$ cat src/rtl/ptrcap_pkg.sv
package ptrcap_pkg;
  localparam int unsigned BUS_DW = 8;
  localparam int unsigned BUS_AW = 16;

  // reserved opcode bytes and their standard replacements
  localparam logic [BUS_DW-1:0] OPC_LOAD_SPECIAL  = 8'hCB;
  localparam logic [BUS_DW-1:0] OPC_STORE_SPECIAL = 8'h8B;
  localparam logic [BUS_DW-1:0] OPC_LOAD_XIND     = 8'hA1;
  localparam logic [BUS_DW-1:0] OPC_STORE_XIND    = 8'h81;

  // bus cycle index (counted from 0 after the fetch) of the first pointer read
  localparam int unsigned PTR_FIRST_CYCLE = 3;
  localparam int unsigned PTR_BYTES       = 2;

  localparam logic [BUS_AW-1:0] W_MAP_BASE = 16'h00F0;
endpackage

$ cat src/rtl/ptrcap_decode.sv
module ptrcap_decode #(
  parameter int unsigned           DATA_W  = 8,
  parameter int unsigned           ADDR_W  = 16,
  parameter int unsigned           NBYTES  = 2,
  parameter logic [ADDR_W-1:0]     MAP_BASE = 16'h00F0,
  parameter logic [DATA_W-1:0]     OP_LD   = 8'hCB,
  parameter logic [DATA_W-1:0]     OP_ST   = 8'h8B,
  parameter logic [DATA_W-1:0]     SUB_LD  = 8'hA1,
  parameter logic [DATA_W-1:0]     SUB_ST  = 8'h81
) (
  input  logic [ADDR_W-1:0]        addr,
  input  logic [DATA_W-1:0]        mem_byte,
  input  logic                     sync,
  input  logic                     rnw,
  input  logic [NBYTES*DATA_W-1:0] w_q,
  output logic [DATA_W-1:0]        out_byte,
  output logic                     drive,
  output logic                     special
);
  logic [NBYTES-1:0] map_hit;
  logic [DATA_W-1:0] src_byte;
  logic              any_hit;
  logic              is_ld, is_st;

  // one address comparator per W byte
  for (genvar g = 0; g < NBYTES; g++) begin : g_map
    localparam logic [ADDR_W-1:0] BYTE_ADDR = MAP_BASE + ADDR_W'(g);
    assign map_hit[g] = rnw && (addr == BYTE_ADDR);
  end

  assign any_hit = |map_hit;

  always_comb begin
    src_byte = mem_byte;
    for (int i = 0; i < NBYTES; i++) begin
      if (map_hit[i]) src_byte = w_q[i*DATA_W +: DATA_W];
    end
  end

  assign is_ld   = sync && rnw && (src_byte == OP_LD);
  assign is_st   = sync && rnw && (src_byte == OP_ST);
  assign special = is_ld || is_st;

  always_comb begin
    if (is_ld)      out_byte = SUB_LD;
    else if (is_st) out_byte = SUB_ST;
    else            out_byte = src_byte;
  end

  assign drive = any_hit || special;
endmodule

$ cat src/rtl/ptrcap_seq.sv
module ptrcap_seq #(
  parameter int unsigned FIRST  = 3,
  parameter int unsigned NBYTES = 2,
  parameter int unsigned LAST   = FIRST + NBYTES,
  parameter int unsigned CNT_W  = $clog2(LAST + 1)
) (
  input  logic             clk,
  input  logic             rst,
  input  logic             ce,
  input  logic             sync,
  input  logic             special,
  output logic [CNT_W-1:0] cnt,
  output logic [NBYTES-1:0] cap_en
);
  always_ff @(posedge clk) begin
    if (rst) begin
      cnt <= '0;
    end else if (ce) begin
      if (sync)                                     cnt <= special ? CNT_W'(1) : '0;
      else if (cnt != '0 && cnt < CNT_W'(LAST))     cnt <= cnt + CNT_W'(1);
      else                                          cnt <= '0;
    end
  end

  for (genvar g = 0; g < NBYTES; g++) begin : g_cap
    assign cap_en[g] = ce && !sync && (cnt == CNT_W'(FIRST + g));
  end
endmodule

$ cat src/rtl/ptrcap_wreg.sv
module ptrcap_wreg #(
  parameter int unsigned DATA_W = 8,
  parameter int unsigned NBYTES = 2
) (
  input  logic                     clk,
  input  logic                     rst,
  input  logic [NBYTES-1:0]        cap_en,
  input  logic [DATA_W-1:0]        cap_byte,
  output logic [NBYTES*DATA_W-1:0] w_q
);
  for (genvar g = 0; g < NBYTES; g++) begin : g_byte
    always_ff @(posedge clk) begin
      if (rst)            w_q[g*DATA_W +: DATA_W] <= '0;
      else if (cap_en[g]) w_q[g*DATA_W +: DATA_W] <= cap_byte;
    end
  end
endmodule

$ cat src/rtl/ptrcap_snoop.sv
module ptrcap_snoop
  import ptrcap_pkg::*;
#(
  parameter int unsigned       DATA_W   = BUS_DW,
  parameter int unsigned       ADDR_W   = BUS_AW,
  parameter int unsigned       NBYTES   = PTR_BYTES,
  parameter int unsigned       FIRST    = PTR_FIRST_CYCLE,
  parameter logic [ADDR_W-1:0] MAP_BASE = W_MAP_BASE
) (
  input  logic                     clk,
  input  logic                     rst,
  input  logic                     bus_ce,
  input  logic [ADDR_W-1:0]        bus_addr,
  input  logic [DATA_W-1:0]        mem_rdata,
  input  logic                     bus_sync,
  input  logic                     bus_rnw,
  output logic [DATA_W-1:0]        cpu_rdata,
  output logic                     blk_drive,
  output logic [NBYTES*DATA_W-1:0] w_value
);
  localparam int unsigned LAST  = FIRST + NBYTES;
  localparam int unsigned CNT_W = $clog2(LAST + 1);

  logic [CNT_W-1:0]  seq_cnt;
  logic [NBYTES-1:0] cap_en;
  logic              special;

  ptrcap_decode #(
    .DATA_W(DATA_W), .ADDR_W(ADDR_W), .NBYTES(NBYTES), .MAP_BASE(MAP_BASE),
    .OP_LD(OPC_LOAD_SPECIAL), .OP_ST(OPC_STORE_SPECIAL),
    .SUB_LD(OPC_LOAD_XIND), .SUB_ST(OPC_STORE_XIND)
  ) u_decode (
    .addr(bus_addr), .mem_byte(mem_rdata), .sync(bus_sync), .rnw(bus_rnw),
    .w_q(w_value), .out_byte(cpu_rdata), .drive(blk_drive), .special(special)
  );

  ptrcap_seq #(
    .FIRST(FIRST), .NBYTES(NBYTES), .LAST(LAST), .CNT_W(CNT_W)
  ) u_seq (
    .clk(clk), .rst(rst), .ce(bus_ce), .sync(bus_sync), .special(special),
    .cnt(seq_cnt), .cap_en(cap_en)
  );

  // capture what the processor actually receives, mapped W bytes included
  ptrcap_wreg #(
    .DATA_W(DATA_W), .NBYTES(NBYTES)
  ) u_wreg (
    .clk(clk), .rst(rst), .cap_en(cap_en), .cap_byte(cpu_rdata), .w_q(w_value)
  );
endmodule

$ cat config.mk
export PLATFORM = sky130hd
export DESIGN_NAME = ptrcap_snoop
export DESIGN_NICKNAME = d
export VERILOG_FILES = /design/src/rtl/ptrcap_pkg.sv /design/src/rtl/ptrcap_decode.sv /design/src/rtl/ptrcap_seq.sv /design/src/rtl/ptrcap_wreg.sv /design/src/rtl/ptrcap_snoop.sv
export SDC_FILE = /design/constraint.sdc
export NUM_CORES = 1
export LEC_CHECK = 0
export BUFFER_PORTS_ARGS = -buffer_cell sky130_fd_sc_hd__buf_2
export CAP_MARGIN = 20
export CORE_ASPECT_RATIO = 1.2
export CORE_UTILIZATION = 46
export CTS_CLUSTER_DIAMETER = 30
export DETAILED_ROUTE_END_ITERATION = 16
export PLACE_DENSITY = 0.75
export RECOVER_POWER = 25
export SYNTH_ARGS = -nofsm -noshare
export SYNTH_HDL_FRONTEND = slang
export SYNTH_HIERARCHICAL = 1
export SYNTH_SLANG_ARGS = --single-unit
$ cat constraint.sdc
create_clock -name clk -period 1.8 [get_ports clk]
set_clock_uncertainty 0.15 [all_clocks]
set_input_delay 0.18 -clock clk [delete_from_list [all_inputs] [get_ports clk]]
set_output_delay 0.18 -clock clk [all_outputs]
set_load 0.05 [all_outputs]
==> metrics.md, run 1 <==
| Metric | Value |
|---|---|
| First-pass GRT wire length | between 5000 and 6000 um |
| CP required | approximately 1500 ps |
| Failing checks | setup timing |
| Syn Area/Cell | ~9.3 sq um |
| Crit. End Element | primary output |
| Port Buffers | 53 |
| H-tree levels | 1 |
| Core Region | 2330 sq um |
| Relative slew slack | roughly three fifths |
| WL final | roughly 3600 um |
| CP delay by family, top | compound AO/OA/AOI/OAI gates |
| Gr usage total | 25.6% |
| Num rows | 19 |
| Mux contribution to synthesized area | a little over a fifth |
| Post-route ant nets | 0 |
| Seq/Total Area, Yosys | between 30% and 40% |
| Finished Cell Area | 1830 sq um |
| CTS Buf Count | 3 |
| Mapped Area | between 1000 and 1500 sq um |
| Overall die area | between 2000 and 3000 sq um |
| Max Clk Rate | about 0.5 GHz |
| DR WL/cell | roughly 16 um |
| Simple-gate portion of the synthesized area | roughly 24% |
| Final nets | ~230 |
| Pre-CTS setup slack | -101 ps |
| Clk buf depth | 2 |
| Largest family of logic cells by synthesized area | simple AND/OR/NAND/NOR gates |
| Total negative slack | -864 ps |
| Ys async rst share | 0% |
| Met3 wire len | 254 um |
| Maximum VDD drop | roughly 0.56 mV |
| Slew Viols, Final | 0 |
| Antenna violations before repair | 0 |
| Final min period | 2030 ps |
| # fillers | about 170 |
| Remaining Overflow, GRT | 0 |
| Worst-path fanout max | 3 |
| RSZ-0062 raised after global routing | true |
| Distinct cells, synth | 37 |
| Hold WS | around 120 ps |
| Critical path type | flop to primary output |
| Initial DRC Count | 36 |
| Die Ht | ~57 um |
| Fraction of the mapped netlist area in compound gates | between 10% and 20% |
| Maxcap violations | 0 |
| Drt first pass iters | 4 |
| PwrDens | 453 nW/um^2 |
| DR DRC count | 0 |
| Leakage power | 0.763 nW |
| Post-layout util | about four fifths |
| CTS tree | built |
| Highest routed layer | met4 |
| Die width | approximately 48 um |
| Antenna Cells | 0 |
| Critical-path cell list | mux2i_1, nor2_2, a311oi_2, a21o_2, buf_6 |
| Syn Nets | between 150 and 200 |
| WL met1 | approximately 1400 um |
| Largest net degree at the start of global routing | 22 |
| DP Wirelength | ~2400 um |
| Tcrit/Tclk final | 113% |
| Reg clk slew, reported paths | around 110 ps |
| Starting density of the core | between 40 and 50% |
| Worst setup margin | -231 ps |
| Synthesis-to-layout area growth | 57.1% |
| Final setup viols | 7 |
| Via count | about 1300 |
| CTS root buf | clkbuf_4 |
| #FFs+latches synth | 19 |
| DP Area | roughly 1600 sq um |
| Clock Latency Late Sink | ~310 ps |
| Post-Synth Adder-Cell Area | around 3.2% |
| Slowest-stage cell, CP | dfxtp_2 |
| Status | finished with violations |
| Synth Flop Type | dfxtp_1 |
| Crit path DAT | 1700 ps |
| Share of cells above drive strength 1 | 53.1% |
| Global placement routability congestion | 0.903 |
| Yosys warnings | 6 |
| Post-synth EDFFs | 0 |
| Hold crit path type | input port to flop |
| Final Hold Viols | 0 |
| Synth Instances | 125 |
| Post-Synth XOR/XNOR Area | 0% |
| CP max stage delay | approximately 340 ps |
| CTS sink cnt | 19 |
| Vias in the first global route | between 1000 and 1500 |
| Met2 wire length | between 1500 and 2000 um |
| Via-per-instance ratio | about 5.6 |
| Startpoint types | flop |
| Tightest Pin Transition | between 500 and 600 ps |
| Top-level I/O count | 54 |
| Buf/Inv on CP | 1 |
area by class of cell:
| type | count | area [sq um] | share of cell area [%] |
|---|---|---|---|
| multi-input cells | 95 | 856 | 46.8 |
| repair buffers | 73 | 492 | 26.9 |
| flip-flops and latches | 19 | 395 | 21.6 |
| well taps | 31 | 38.8 | 2.12 |
| clock buffers | 3 | 22.5 | 1.23 |
| inverters | 5 | 18.8 | 1.03 |
| clock inverters | 1 | 5.00 | 0.274 |
power breakdown:
part / leakage [nW] / internal (mW) / switching, mW
Clock: 0.0177 / 0.0831 / 0.136
Sequential: 0.159 / 0.421 / 0.00151
Combinational: 0.586 / 0.0844 / 0.102
Total: 0.763 / 0.589 / 0.239
per-layer routing:
metal / vias up / GRT usage (%)
met3: 12 / 4.43
met2: 66 / 43.1
met1: 604 / 29.2
met4: 0 / 13.9
li1: 597 / -
met5: - / 0
worst reg2reg max path, delay by kind of cell, from the launching register on:
kind,cells,cell delay [ps]
compound gates,3,520
buf+inv,3,410
flops,1,330
simple gates,2,230
mux,1,150
metrics by stage:
stage	std cells	total power, mW
after floorplan	125	0.523
after global placement	212	0.576
after detailed placement	212	0.582
after CTS	222	0.820
after global routing	227	0.859
final	227	0.828
what timing repair did:
item / 4_1_cts / 5_1_grt
setup endpoints to repair: 8 / 15
pin swaps: 4 / 9
hold buffers: 1 / 0
resized for setup: 20 / 16
setup buffers: 6 / 5
endpoints found under the hold margin: 3 / 0
flip-flops by register name, indices dropped and copies added, names as in the netlist:
| name | cells |
|---|---|
| u_wreg/w_q | 16 |
| u_seq/cnt | 3 |
cell families (layout without fill, tap and decap cells):
family / Yosys count / in the layout
simple gates: 48 / 48
compound gates: 19 / 19
flops: 19 / 19
buf+inv: 11 / 82
mux: 25 / 25
fa+ha+maj: 3 / 3
final timing paths:
kind	start	end	slack, ps	depth (start not counted)
hold / removal	rst	u_wreg/w_q[9]	120	2
setup reg to reg	u_wreg/w_q[12]	u_wreg/w_q[1]	-90	9
setup / recovery	u_wreg/w_q[11]	cpu_rdata[1]	-230	5
hold reg to reg	u_wreg/w_q[9]	u_wreg/w_q[9]	370	2
cell usage after synthesis, types with 2 or more instances:
| master | count | area [sq um] |
|---|---|---|
| nor2_1 | 25 | 93.8 |
| mux2i_1 | 24 | 240 |
| dfxtp_1 | 19 | 380 |
| nand2_1 | 8 | 30.0 |
| inv_1 | 5 | 18.8 |
| o21ai_1 | 4 | 20.0 |
| buf_6 | 3 | 33.8 |
| ha_1 | 3 | 37.5 |
| a21oi_1 | 2 | 10.0 |
| a22o_1 | 2 | 17.5 |
| a311oi_1 | 2 | 17.5 |
| and4bb_2 | 2 | 25.0 |
| o32ai_1 | 2 | 17.5 |
cell usage in the layout (no fill, tap or decap), drive strengths merged, types with 2 or more instances in the layout:
cell type,count
a21oi,2
a22o,2
a311oi,2
and4bb,2
buf,63
clkbuf,12
dfxtp,19
ha,3
inv,5
mux2i,24
nand2,8
nand4bb,2
nor2,25
nor4,2
o21ai,5
o32ai,2
(Power assumes the default switching activity.)
==> run 2, diff against run 1 <==
--- a/config.mk
+++ b/config.mk
@@ -8,11 +8,12 @@
 export BUFFER_PORTS_ARGS = -buffer_cell sky130_fd_sc_hd__buf_2
 export CAP_MARGIN = 20
 export CORE_ASPECT_RATIO = 1.2
-export CORE_UTILIZATION = 46
+export CORE_UTILIZATION = 41
 export CTS_CLUSTER_DIAMETER = 30
 export DETAILED_ROUTE_END_ITERATION = 16
-export PLACE_DENSITY = 0.75
+export PLACE_DENSITY = 0.7
 export RECOVER_POWER = 25
+export SLEW_MARGIN = 10
 export SYNTH_ARGS = -nofsm -noshare
 export SYNTH_HDL_FRONTEND = slang
 export SYNTH_HIERARCHICAL = 1
==> constraint.sdc (replaced) <==
create_clock -name clk -period 1.7 [get_ports clk]
set_clock_uncertainty 0.15 [all_clocks]
set_input_delay 0.17 -clock clk [delete_from_list [all_inputs] [get_ports clk]]
set_output_delay 0.17 -clock clk [all_outputs]
set_load 0.05 [all_outputs]
==> run 2 against run 1 <==
The run still ends with setup timing left. Total power rose by 6.3%. Die area rose by 12%. Critical path depth rose by 1. Critical path type unchanged.
==> metrics.md, run 2 (same netlist as run 1, synthesis figures left out) <==
| Metric | Value |
|---|---|
| Status | finished with violations |
| Failing checks | setup timing |
| Overall die area | about 3100 sq um |
| Switching part of the total power | between 20% and 30% |
| Critical-path cell list | nand4b_1, o22ai_2, buf_4, a311oi_4, a21oi_4, buf_6 |
| Max Clk Rate | slightly above 0.5 GHz |
| Buf/Inv on CP | 2 |
| Crit. End Element | primary output |
| Leakage power | approximately 0.85 nW |
| H-tree levels | 1 |
| Comb power frac | between 20% and 30% |
| Sequential Power Share | 49.4% |
| Clock share of power | between 20% and 30% |
| Starting density of the core | between 40% and 50% |
| Num rows | 20 |
| Worst-path fanout max | 3 |
| Critical path type | flop to primary output |
| Post-route ant nets | 0 |
| Port Buffers | 53 |
| Antenna Cells | 0 |
| RSZ-0062 raised after global routing | true |
| Maximum VDD drop | approximately 0.42 mV |
| Largest Register | u_wreg/w_q |
| Worst setup margin | -270 ps |
| Finished Cell Area | 2020 sq um |
| CP required | about 1400 ps |
| CTS root buf | clkbuf_4 |
| Tcrit/Tclk final | 116% |
| First-pass GRT wire length | 5660 um |
| Remaining Overflow, GRT | 0 |
| CP max stage delay | about 360 ps |
| Clock Latency Late Sink | approximately 290 ps |
| Final min period | 1970 ps |
| Largest net degree at the start of global routing | 22 |
| Top-level I/O count | 54 |
| Reg clk slew, reported paths | between 100 and 150 ps |
| P_sw | 0.254 mW |
| DP Wirelength | 2510 um |
| DP Area | about 1700 sq um |
| CTS sink cnt | 19 |
| CTS tree | built |
| Via count | approximately 1300 |
| Clk buf depth | 2 |
| Slew Viols, Final | 0 |
| Vias in the first global route | 1278 |
| Relative slew slack | 60.5% |
| Max FFs per register | 16 |
| Final nets | 243 |
| Share of cells above drive strength 1 | 61.4% |
| PwrDens | between 400 and 500 nW/um^2 |
| Die width | roughly 50 um |
| Total negative slack | -1540 ps |
| Initial DRC Count | 27 |
| Most frequent cells in the layout | 36 x buf_2, 27 x buf_4, 24 x nor2_1 |
| Global placement routability congestion | around 0.81 |
| Top Registers | u_wreg/w_q: 16 flops, u_seq/cnt: 3 flops |
| Die Ht | a little over 60 um |
| Hold crit path type | input port to flop |
| Startpoint types | flop |
| Synthesis-to-layout area growth | 73.7% |
| Commonest non-fill, non-tap cell in the layout | buf_2 |
| Antenna violations before repair | 0 |
| DR DRC count | 0 |
| Pre-CTS setup slack | -194 ps |
| Drt first pass iters | 4 |
| Slowest-stage cell, CP | dfxtp_4 |
| Final setup viols | 10 |
| Final Hold Viols | 0 |
| Crit path DAT | 1650 ps |
| Gr usage total | between 20% and 30% |
| CP delay by family, top | compound AO/OA/AOI/OAI gates |
| WL final | 3640 um |
| CTS Buf Count | 3 |
| Via-per-instance ratio | roughly 5.2 |
| DR WL/cell | approximately 15 um |
| Tightest Pin Transition | 595 ps |
| Maxcap violations | 0 |
| Core Region | 2600 sq um |
| Pint | roughly 0.63 mW |
-- run 2: cell count changes in the layout (fill, tap and decap cells not counted), moves of 3 or more --
cell and change:
buf_4 +12, dfxtp_4 +8, buf_6 +7, dfxtp_1 -4, dfxtp_2 -4, nand2_1 -3
-- run 2: path summary, 6_finish.rpt --
| check | slack [ps] | endpoint | depth (start not counted) | start |
|---|---|---|---|---|
| worst max register to register | -240 | u_seq/cnt[0] | 9 | u_wreg/w_q[12] |
| worst min-delay path | 110 | u_wreg/w_q[5] | 2 | rst |
| worst max-delay path | -270 | cpu_rdata[5] | 6 | u_wreg/w_q[12] |
| worst min register to register | 370 | u_wreg/w_q[1] | 2 | u_wreg/w_q[1] |
-- run 2: power groups by stage --
stage	registers (mW)	clock network (mW)	logic [mW]
global route	0.435	0.251	0.224
detailed placement	0.445	0	0.166
global placement	0.445	0	0.162
finish	0.435	0.232	0.214
CTS	0.435	0.237	0.201
floorplan	0.445	0	0.0994
-- run 2: layer usage --
metal | track usage, % | up-vias | wire length [um]
met5 | 0 | - | 0
met4 | 7.94 | 0 | 47
met3 | 2.76 | 6 | 189
met2 | 51.8 | 47 | 1950
met1 | 26.0 | 591 | 1450
li1 | - | 622 | -
-- run 2: layout make-up --
class	count	area, sq um
Clock buffer	4	26.3
Fill cell	188	582
Inverter	5	18.8
Multi-Input combinational cell	95	903
Sequential cell	19	420
Tap cell	33	41.3
Timing Repair Buffer	87	611
-- run 2: stage by stage --
step                      power, mW  instances  utilization (%)  hold WS, ps
after floorplan               0.544        125                -         84.6
after global placement        0.607        220             63.7          275
after detailed placement      0.612        220             63.7          292
after CTS                     0.873        238             75.6          113
after global routing          0.910        243             77.6          134
final                         0.880        243             77.6          113
-- run 2: worst reg2reg max path, delay by kind of cell (launching register included) --
kind                   cells  cell delay [ps]
AOI/OAI and AO/OA          4              660
buffers and inverters      3              370
DFF                        1              360
and+or+nand+nor            2              330
-- run 2: what timing repair did --
action,CTS,global route
buffers inserted,12,7
hold buffers,1,0
resized for setup,38,14
cloned,1,0
hold endpoints to repair,3,0
pin swaps,7,7
setup endpoints to repair,18,26
